===== config.mk =====
export PLATFORM = sky130hd
export DESIGN_NAME = pix_edge_gen
export DESIGN_NICKNAME = d
export VERILOG_FILES = /design/src/rtl/pix_edge_pkg.sv /design/src/rtl/pix_loc_dec.sv /design/src/rtl/pix_phase_ctr.sv /design/src/rtl/pix_cfg_stage.sv /design/src/rtl/pix_wave_gen.sv /design/src/rtl/pix_edge_gen.sv
export SDC_FILE = /design/constraint.sdc
export NUM_CORES = 1
export LEC_CHECK = 0
export BUFFER_PORTS_ARGS = -buffer_cell sky130_fd_sc_hd__buf_4
export CORE_MARGIN = 2
export CORE_UTILIZATION = 55
export CTS_BUF_LIST = sky130_fd_sc_hd__clkbuf_8
export CTS_CLUSTER_DIAMETER = 30
export DETAILED_ROUTE_END_ITERATION = 8
export PLACE_DENSITY = 0.79
export SLEW_MARGIN = 20
export SYNTH_ARGS = -nofsm -noshare
export SYNTH_HDL_FRONTEND = slang
export SYNTH_SLANG_ARGS = --single-unit

===== constraint.sdc =====
create_clock -name clk -period 4.5 [get_ports clk]
set_input_delay 0.225 -clock clk [delete_from_list [all_inputs] [get_ports clk]]
set_output_delay 0.225 -clock clk [all_outputs]
set_load 0.005 [all_outputs]

===== src/rtl/pix_edge_pkg.sv =====
package pix_edge_pkg;
  localparam int unsigned PIX_POS = 48;
  localparam int unsigned QUADS   = 4;
  localparam int unsigned QSTEPS  = PIX_POS / QUADS;
  localparam int unsigned HALF    = PIX_POS / 2;
  localparam int unsigned LOC_W   = 6;
  localparam int unsigned QSEL_W  = $clog2(QUADS);
  localparam int unsigned OFF_W   = LOC_W - QSEL_W;
  localparam int unsigned NFIELD  = 6;

  typedef logic [LOC_W-1:0] loc_t;

  // field order, LSB first: reset-gate fall, transfer rise, ref strobe,
  // data strobe, data clock, output latch
  typedef struct packed {
    loc_t dout;
    loc_t dclk;
    loc_t shd;
    loc_t shp;
    loc_t h1r;
    loc_t rgf;
  } edge_cfg_t;
endpackage


===== src/rtl/pix_loc_dec.sv =====
module pix_loc_dec
  import pix_edge_pkg::*;
(
  input  loc_t loc,
  output loc_t pos
);
  logic [QSEL_W-1:0] quad;
  logic [OFF_W-1:0]  off;
  logic [OFF_W-1:0]  off_sat;

  always_comb begin
    quad    = loc[LOC_W-1 -: QSEL_W];
    off     = loc[OFF_W-1:0];
    off_sat = (off > OFF_W'(QSTEPS - 1)) ? OFF_W'(QSTEPS - 1) : off;
    pos     = loc_t'(quad) * loc_t'(QSTEPS) + loc_t'(off_sat);
  end
endmodule


===== src/rtl/pix_phase_ctr.sv =====
module pix_phase_ctr
  import pix_edge_pkg::*;
(
  input  logic clk,
  input  logic rst_n,
  output loc_t ph,
  output loc_t ph_nxt,
  output logic ph_last
);
  assign ph_last = (ph == loc_t'(PIX_POS - 1));
  assign ph_nxt  = ph_last ? '0 : ph + loc_t'(1);

  always_ff @(posedge clk) begin
    if (!rst_n) ph <= '0;
    else        ph <= ph_nxt;
  end
endmodule


===== src/rtl/pix_cfg_stage.sv =====
module pix_cfg_stage
  import pix_edge_pkg::*;
#(
  parameter int unsigned ADDR_W    = 8,
  parameter int unsigned WDATA_W   = 24,
  parameter int unsigned SMP_ADDR  = 2,
  parameter int unsigned EDGE_ADDR = 3
) (
  input  logic              clk,
  input  logic              rst_n,
  input  logic              cfg_we,
  input  logic [ADDR_W-1:0] cfg_addr,
  input  logic [WDATA_W-1:0] cfg_wdata,
  input  logic              ph_last,
  output edge_cfg_t         act_q,
  output edge_cfg_t         act_nxt
);
  localparam int unsigned SMP_BITS  = 4 * LOC_W;
  localparam int unsigned EDGE_BITS = 2 * LOC_W;

  edge_cfg_t shadow_q;
  logic      hit_smp, hit_edge;

  assign hit_smp  = cfg_we && (cfg_addr == ADDR_W'(SMP_ADDR));
  assign hit_edge = cfg_we && (cfg_addr == ADDR_W'(EDGE_ADDR));
  // live settings only move at the pixel boundary
  assign act_nxt  = ph_last ? shadow_q : act_q;

  always_ff @(posedge clk) begin
    if (!rst_n) begin
      shadow_q <= '0;
      act_q    <= '0;
    end else begin
      if (hit_smp)
        {shadow_q.dout, shadow_q.dclk, shadow_q.shd, shadow_q.shp} <= cfg_wdata[SMP_BITS-1:0];
      if (hit_edge)
        {shadow_q.h1r, shadow_q.rgf} <= cfg_wdata[EDGE_BITS-1:0];
      act_q <= act_nxt;
    end
  end
endmodule


===== src/rtl/pix_wave_gen.sv =====
module pix_wave_gen
  import pix_edge_pkg::*;
#(
  parameter int unsigned DATA_W = 10
) (
  input  logic              clk,
  input  logic              rst_n,
  input  loc_t              ph_nxt,
  input  logic [NFIELD-1:0][LOC_W-1:0] pos_v,
  input  logic [DATA_W-1:0] din,
  output logic              rg_q,
  output logic              h1_q,
  output logic              h2_q,
  output logic              shp_q,
  output logic              shd_q,
  output logic              dclk_q,
  output logic [DATA_W-1:0] dout_q
);
  localparam int unsigned DW = LOC_W + 1;

  function automatic logic in_half(input loc_t p, input loc_t s);
    logic [DW-1:0] d;
    if (p >= s) d = DW'(p) - DW'(s);
    else        d = DW'(p) + DW'(PIX_POS) - DW'(s);
    return d < DW'(HALF);
  endfunction

  logic h1_win, cap_q;

  assign h1_win = in_half(ph_nxt, pos_v[1]);

  always_ff @(posedge clk) begin
    if (!rst_n) begin
      rg_q   <= 1'b0;
      h1_q   <= 1'b1;
      h2_q   <= 1'b0;
      shp_q  <= 1'b1;
      shd_q  <= 1'b1;
      dclk_q <= 1'b1;
      cap_q  <= 1'b1;
      dout_q <= '0;
    end else begin
      rg_q   <= ph_nxt < pos_v[0];
      h1_q   <= h1_win;
      h2_q   <= !h1_win;
      shp_q  <= ph_nxt == pos_v[2];
      shd_q  <= ph_nxt == pos_v[3];
      dclk_q <= in_half(ph_nxt, pos_v[4]);
      cap_q  <= ph_nxt == pos_v[5];
      if (cap_q) dout_q <= din;
    end
  end
endmodule


===== src/rtl/pix_edge_gen.sv =====
module pix_edge_gen
  import pix_edge_pkg::*;
#(
  parameter int unsigned ADDR_W    = 8,
  parameter int unsigned WDATA_W   = 24,
  parameter int unsigned DATA_W    = 10,
  parameter int unsigned SMP_ADDR  = 2,
  parameter int unsigned EDGE_ADDR = 3
) (
  input  logic               clk,
  input  logic               rst_n,
  input  logic               cfg_we,
  input  logic [ADDR_W-1:0]  cfg_addr,
  input  logic [WDATA_W-1:0] cfg_wdata,
  input  logic [DATA_W-1:0]  pix_din,
  output logic               rgate,
  output logic               hclk_p,
  output logic               hclk_n,
  output logic               smp_ref,
  output logic               smp_dat,
  output logic               dclk,
  output logic [DATA_W-1:0]  pix_dout
);
  loc_t      ph, ph_nxt;
  logic      ph_last;
  edge_cfg_t act_q, act_nxt;
  logic [NFIELD-1:0][LOC_W-1:0] loc_v, pos_v;

  pix_phase_ctr u_ctr (
    .clk(clk), .rst_n(rst_n), .ph(ph), .ph_nxt(ph_nxt), .ph_last(ph_last)
  );

  pix_cfg_stage #(
    .ADDR_W(ADDR_W), .WDATA_W(WDATA_W), .SMP_ADDR(SMP_ADDR), .EDGE_ADDR(EDGE_ADDR)
  ) u_cfg (
    .clk(clk), .rst_n(rst_n), .cfg_we(cfg_we), .cfg_addr(cfg_addr),
    .cfg_wdata(cfg_wdata), .ph_last(ph_last), .act_q(act_q), .act_nxt(act_nxt)
  );

  assign loc_v = act_nxt;

  for (genvar g = 0; g < NFIELD; g++) begin : g_dec
    pix_loc_dec u_dec (.loc(loc_v[g]), .pos(pos_v[g]));
  end

  pix_wave_gen #(.DATA_W(DATA_W)) u_wave (
    .clk(clk), .rst_n(rst_n), .ph_nxt(ph_nxt), .pos_v(pos_v), .din(pix_din),
    .rg_q(rgate), .h1_q(hclk_p), .h2_q(hclk_n), .shp_q(smp_ref),
    .shd_q(smp_dat), .dclk_q(dclk), .dout_q(pix_dout)
  );
endmodule


==> flow_summary.toml, run 1 <==
[critical_path]
cp_slowest_cell = "or3_2"
crit_path_start_kind = "flop"
arrival_ns = 4.41
crit_type = "reg -> reg"
crit_top_cell = "ha_1"
worst_path_largest_cell_delay_ns = 0.51
cp_max_fo = 51
reg2reg_from = "u_ctr.ph[1]"
r2r_cells = 16
critical_path.cell_chain = "ha_1 > nand2_1 > or3_2 > buf_12 > mux2i_1 > inv_1 > ha_1 > fa_1 > xnor2_1 > ha_1 > nand2_1 > a21oi_2 > nor4b_1 > mux2i_1 > o211ai_1 > a211o_1"
timing.rr.end = "u_wave.h1_q"
rrSetupSlack_ns = 0.34
endpoint_kind = "flop"
required_ns = 4.75

[sta]
worst_pin_slew_ns = 0.992
finalCritPeriodShare_pct = 92.5
max_freq_ghz = 0.240
hold_viol_final = 0
maxSlewViolCount = 0
holdWs_ns = 0.0954
final.setup_skew_ns = 0.00687
layout_min_cycle_time_ns = 4.16
setup_tns_ns = 0
slew_headroom_pct = 31.9
setup_viol = 0

[global_routing]
gr-total-overflow = 0
antenna_found_initial = 0
grt_pass1_vias = 4076
grt_usage_pct = 22.2
grt_max_degree = 58
grt_pass1_wl_mm = 18.3

[floorplanning]
dieArea_sq_mm = 0.0102
core-area_sq_mm = 0.00920
dieHeight_um = 101
pin_count = 61
die_w_um = 101
start_util_pct = 56.3
fp-row-count = 35

[place]
placement.io_buffers = 60
dpl-instance-area_sq_mm = 0.00571
dpl.hpwl_mm = 7.74
routabilityCongestion = 0.807
dp_cells = 742

[synthesis]
synth_cells = 590
synth_area_leader_cell = "dfxtp_1"
synth-seq-area-share_pct = 36.7
synth_cell_types = 45
synth_area_leaders = "dfxtp_1, mux2i_1, ha_1, nor2_1, nand2_1"
yosys_warnings = 0
synth-edff-count = 0
ys_seq_elements = 95
syn_area_sq_mm = 0.00518
yosysTopAreaCellShare_pct = 36.7
synthFlopType = "dfxtp_1"
synth_commonest_cells = "dfxtp_1, nor2_1, nand2_1, mux2i_1, a21oi_1"
synth_nets = 683
syn_area_per_cell_sq_um = 8.78
synthArstFlopShare_pct = 0
yosys.cell_count.top_type = "dfxtp_1"

[drt]
wl_per_cell_um = 14.0
avgViaCountPerCell = 5.52
vias = 4182
first_iter_violations = 176
first_pass_iters = 4
drc = 0
drt-total-wl_mm = 10.6
drtAntennaViolNets = 0

[final_layout]
final_area_sq_mm = 0.00594
multi_input_area_sq_mm = 0.00308
nets = 735
register_area_sq_mm = 0.00190
fillers = 741
num_antenna_cells = 0
finalNonFillerCells = 758
layout-drive-gt1-share_pct = 14.5
area_delta_synth_final_pct = 14.7

[power]
peakVddDrop_mv = 0.161
p_per_area_mw_per_mm2 = 276
p_leak_nw = 2.74

[run]
max_cap_violations = 0

[clock_tree]
cts.sinks = 95
clk_latency_ns = 0.36
htree_num_levels = 3
postCtsHoldBufs = 0
cts-buffers-inserted = 9
cts_root_buffer = "clkbuf_8"
clk_pin_slew_worst_paths_ns = 0.10
cts_tree = "done"
cts.repair.resized = 0
postCtsSetupRepairBufs = 0
clockBufferDepth = 2

[worst_hold_path]
hold_depth = 3
worstHoldStart = "cfg_wdata[12]"
min_to = "u_cfg.shadow_q[24]"
hold_path.class = "in -> reg"

[outcome]
status = "complete, no violations"
critical path: cells and delay by family, from the launching register on:
family                   cells  cell delay [ns]
AO/OA/AOI/OAI                3             0.61
XOR/XNOR                     1             0.17
adder cells (fa/ha/maj)      4             1.39
buffers and inverters        2             0.30
flip-flops                   1             0.36
multiplexers                 2             0.40
AND/OR/NAND/NOR              4             0.81
per-stage QoR:
step / power [W] / util, % / setup slack, ns
floorplan: 0.000996 / - / 0.287
global placement: 0.00107 / 62.1 / 0.323
detailed placement: 0.00108 / 62.1 / 0.144
CTS: 0.00166 / 64.3 / 0.115
global route: 0.00171 / 64.6 / -0.0188
finish: 0.00164 / 64.6 / 0.336
sequential cells by signal (all words and copies together) (netlist names):
name and count:
u_cfg.act_q 36, u_wave.h1_q 1, u_wave.shd_q 1, u_wave.shp_q 1, u_ctr.ph 6, u_cfg.shadow_q 36, u_wave.rg_q 1, u_wave.h2_q 1
u_wave.dout_q 10, u_wave.dclk_q 1, u_wave.cap_q 1
routing by layer:
layer | wire length (um) | track usage (%) | part of all wire (%)
met1 | 4890 | 28.3 | 46
met2 | 5190 | 38.3 | 49
met3 | 396 | 4.30 | 3.7
met4 | 138 | 6.03 | 1.3
met5 | 0 | 0 | 0
cells by family after synthesis:
| group | count (synthesis) | share of synthesized area (%) |
|---|---|---|
| compound gates | 93 | 11.1 |
| fa+ha+maj | 49 | 12.7 |
| buf+inv | 55 | 4.30 |
| xor+xnor | 40 | 6.76 |
| mux | 62 | 12.0 |
| flops | 95 | 36.7 |
| simple gates | 196 | 16.5 |
power by group:
| part | internal (W) | total [W] | leakage, nW | switching [W] |
|---|---|---|---|---|
| Sequential | 0.000860 | 0.000873 | 0.770 | 0.0000128 |
| Combinational | 0.0000970 | 0.000188 | 1.87 | 0.0000909 |
| Clock | 0.000264 | 0.000581 | 0.0982 | 0.000317 |
final cells by class:
type,instances,share of cell area [%]
Inverter,30,1.90
Tap cell,111,2.34
Multi-Input combinational cell,440,51.8
Sequential cell,95,32.0
Timing Repair Buffer,66,8.55
Clock buffer,9,2.08
Clock inverter,7,1.33
worst max path at each step:
| stage | from | end | slack, ns |
|---|---|---|---|
| 2_1_floorplan | u_ctr.ph[1] | u_wave.dclk_q | 0.29 |
| 3_3_place_gp | u_ctr.ph[1] | u_wave.h1_q | 0.32 |
| 3_5_place_dp | u_ctr.ph[0] | u_wave.dclk_q | 0.14 |
| 4_1_cts | u_ctr.ph[0] | u_wave.dclk_q | 0.11 |
| 5_1_grt | u_ctr.ph[1] | u_wave.dclk_q | -0.02 |
| 6_report | u_ctr.ph[1] | u_wave.h1_q | 0.34 |
layout by cell type, fill, tap and decap left out, drive strengths merged, types with 3 or more instances in the layout:
cell    count
dfxtp      95
xnor2      22
a21oi      49
buf        66
inv        33
nor4b       3
nor2       84
mux2i      62
nor2b       8
nor3        5
o41ai       3
xor2       18
fa          6
nor3b       3
o21ai      10
nand2      70
a211oi     12
ha         42
nand3       8
clkbuf      9
a21o        7
and2        4
nand2b      3
Note: power is estimated with default switching activity, not from simulation.
==> run 2: changes to the inputs <==
==> constraint.sdc (replaced) <==
create_clock -name clk -period 4.5 [get_ports clk]
set_input_delay 0.45 -clock clk [delete_from_list [all_inputs] [get_ports clk]]
set_output_delay 0.45 -clock clk [all_outputs]
set_load 0.005 [all_outputs]
==> run 2 against run 1 <==
Against the previous run: power is 1.3% higher; worst hold slack better by 0.22 ns; sequential power hardly changed; final cell count stayed put; fmax is 0.98% lower; die area stayed put; utilization is 0.068 points higher; clock skew is 0.0049 ns higher; highest routed layer unchanged.
==> flow_summary.toml, run 2 (synthesis results as in run 1) <==
[sta]
finalCritPeriodShare_pct = 93.4
hold_viol_final = 0
slew_headroom_pct = 25.6
setup_viol = 0
layout_min_cycle_time_ns = 4.21
setup_tns_ns = 0
fin_ws_ns = 0.295
worst_pin_slew_ns = 1.08
max_freq_ghz = 0.238
maxSlewViolCount = 0
rsz0062_at_grt = "false"
final.setup_skew_ns = 0.0118

[critical_path]
arrival_ns = 4.46
cp_max_fo = 51
worst_path_largest_cell_delay_ns = 0.52
required_ns = 4.75
timing.rr.end = "u_wave.h1_q"
rrSetupSlack_ns = 0.29
reg2reg_from = "u_ctr.ph[1]"
cp-startpoint = "u_ctr.ph[1]"
r2r_cells = 15
critical_path.cell_chain = "ha_2 > nand2_1 > or3_2 > buf_12 > mux2i_2 > inv_1 > ha_1 > ha_1 > a21oi_1 > nor3b_1 > mux2i_1 > xor2_1 > mux2i_1 > o211ai_1 > a211o_1"
crit_type = "reg -> reg"
crit_path_start_kind = "flop"
cp_slowest_cell = "or3_2"
endpoint_kind = "flop"

[clock_tree]
clk_pin_slew_worst_paths_ns = 0.09
postCtsHoldBufs = 0
cts_tree = "done"
cts-buffers-inserted = 9
htree_num_levels = 3
clk_latency_ns = 0.36
cts.sinks = 95
cts_root_buffer = "clkbuf_8"
clockBufferDepth = 2

[final_layout]
layout_common_cells = "dfxtp_1, nor2_1, nand2_1, buf_4, mux2i_1"
fillers = 739
num_antenna_cells = 0
area_delta_synth_final_pct = 14.8
multi_input_area_sq_mm = 0.00307
final_common_cell = "dfxtp_1"
register_area_sq_mm = 0.00190
nets = 735
layout-drive-gt1-share_pct = 14.2
top_regs = "u_cfg.act_q x36, u_cfg.shadow_q x36, u_wave.dout_q x10"
finalNonFillerCells = 758

[worst_hold_path]
worstHoldStart = "cfg_wdata[12]"
hold_depth = 3
hold_path.class = "in -> reg"
min_to = "u_cfg.shadow_q[24]"

[drt]
drt-total-wl_mm = 10.9
first_pass_iters = 4
wl_per_cell_um = 14.3
first_iter_violations = 225
drtAntennaViolNets = 0
vias = 4196
drc = 0
avgViaCountPerCell = 5.54

[global_routing]
grt_usage_pct = 22.1
grt_max_degree = 56
grt_pass1_vias = 4032
antenna_found_initial = 0
gr-total-overflow = 0
grt_pass1_wl_mm = 18.2

[floorplanning]
start_util_pct = 56.3
die_w_um = 101
pin_count = 61
fp-row-count = 35
dieArea_sq_mm = 0.0102
dieHeight_um = 101
core-area_sq_mm = 0.00920

[place]
placement.io_buffers = 60
dp_worst_setup_slack_ns = 0.0846
routabilityCongestion = 0.809
dp_cells = 742
dpl.hpwl_mm = 7.96

[run]
max_cap_violations = 0

[power]
peakVddDrop_mv = 0.236
p_leak_nw = 2.75
p_per_area_mw_per_mm2 = 280

[outcome]
status = "complete, no violations"
==> run 2: cell count changes in the layout (fill, tap and decap cells not counted), sizes merged <==
| cell | delta |
|---|---|
| clkinvlp | -1 |
| bufinv | +1 |
==> run 2: layout make-up <==
cell class / count / share of cell area, %
clock buffers: 9 / 2.08
repair buffers: 66 / 8.54
well taps: 111 / 2.33
flip-flops and latches: 95 / 32.0
multi-input cells: 440 / 51.7
inverters: 30 / 1.89
clock inverters: 7 / 1.49
==> run 2: worst max-delay path by stage <==
stage | slack, ns | endpoint | depth (start not counted)
final | 0.29 | u_wave.h1_q | 15
after global routing | 0.003 | u_wave.dclk_q | 18
after CTS | 0.06 | u_wave.h1_q | 16
after detailed placement | 0.08 | u_wave.h1_q | 16
after global placement | 0.32 | u_wave.h1_q | 16
after floorplan | 0.29 | u_wave.dclk_q | 19
==> run 2: metal layers <==
metal  track usage (%)  share of wire (%)  vias up
met5                 0                  0        -
met4              7.07                1.3        0
met3              3.81                4.0       14
met2              37.7                 49       86
met1              28.5                 46     1986
li1                  -                  -     2110
==> run 2: repair_timing <==
item / CTS / global route
endpoints found under the setup margin: 0 / 3
resized for setup: 0 / 8
endpoints found under the hold margin: 0 / 0
setup buffers: 0 / 0
==> run 2: stage by stage <==
| stage | util, % | power (W) | hold WS, ns | instance area (sq um) |
|---|---|---|---|---|
| 4_1_cts | 64.4 | 0.00167 | 0.309 | 5920 |
| 2_1_floorplan | - | 0.000996 | 0.436 | 5180 |
| 5_1_grt | 64.7 | 0.00173 | 0.320 | 5950 |
| 6_report | 64.7 | 0.00166 | 0.316 | 5950 |
| 3_5_place_dp | 62.1 | 0.00108 | 0.450 | 5710 |
| 3_3_place_gp | 62.1 | 0.00107 | 0.445 | 5710 |
==> run 2: critical path, delay by kind of cell, from the launching register on <==
kind | cells | cell delay (ns)
adders and majority gates | 3 | 0.84
muxes | 3 | 0.71
and+or+nand+nor | 3 | 0.70
AOI/OAI and AO/OA | 3 | 0.62
xor gates and xnor gates | 1 | 0.52
DFF | 1 | 0.37
buffers and inverters | 2 | 0.33
==> run 2: report_power, final <==
group / switching (W) / internal (W)
registers: 0.0000126 / 0.000860
logic: 0.0000910 / 0.0000977
clock network: 0.000293 / 0.000310
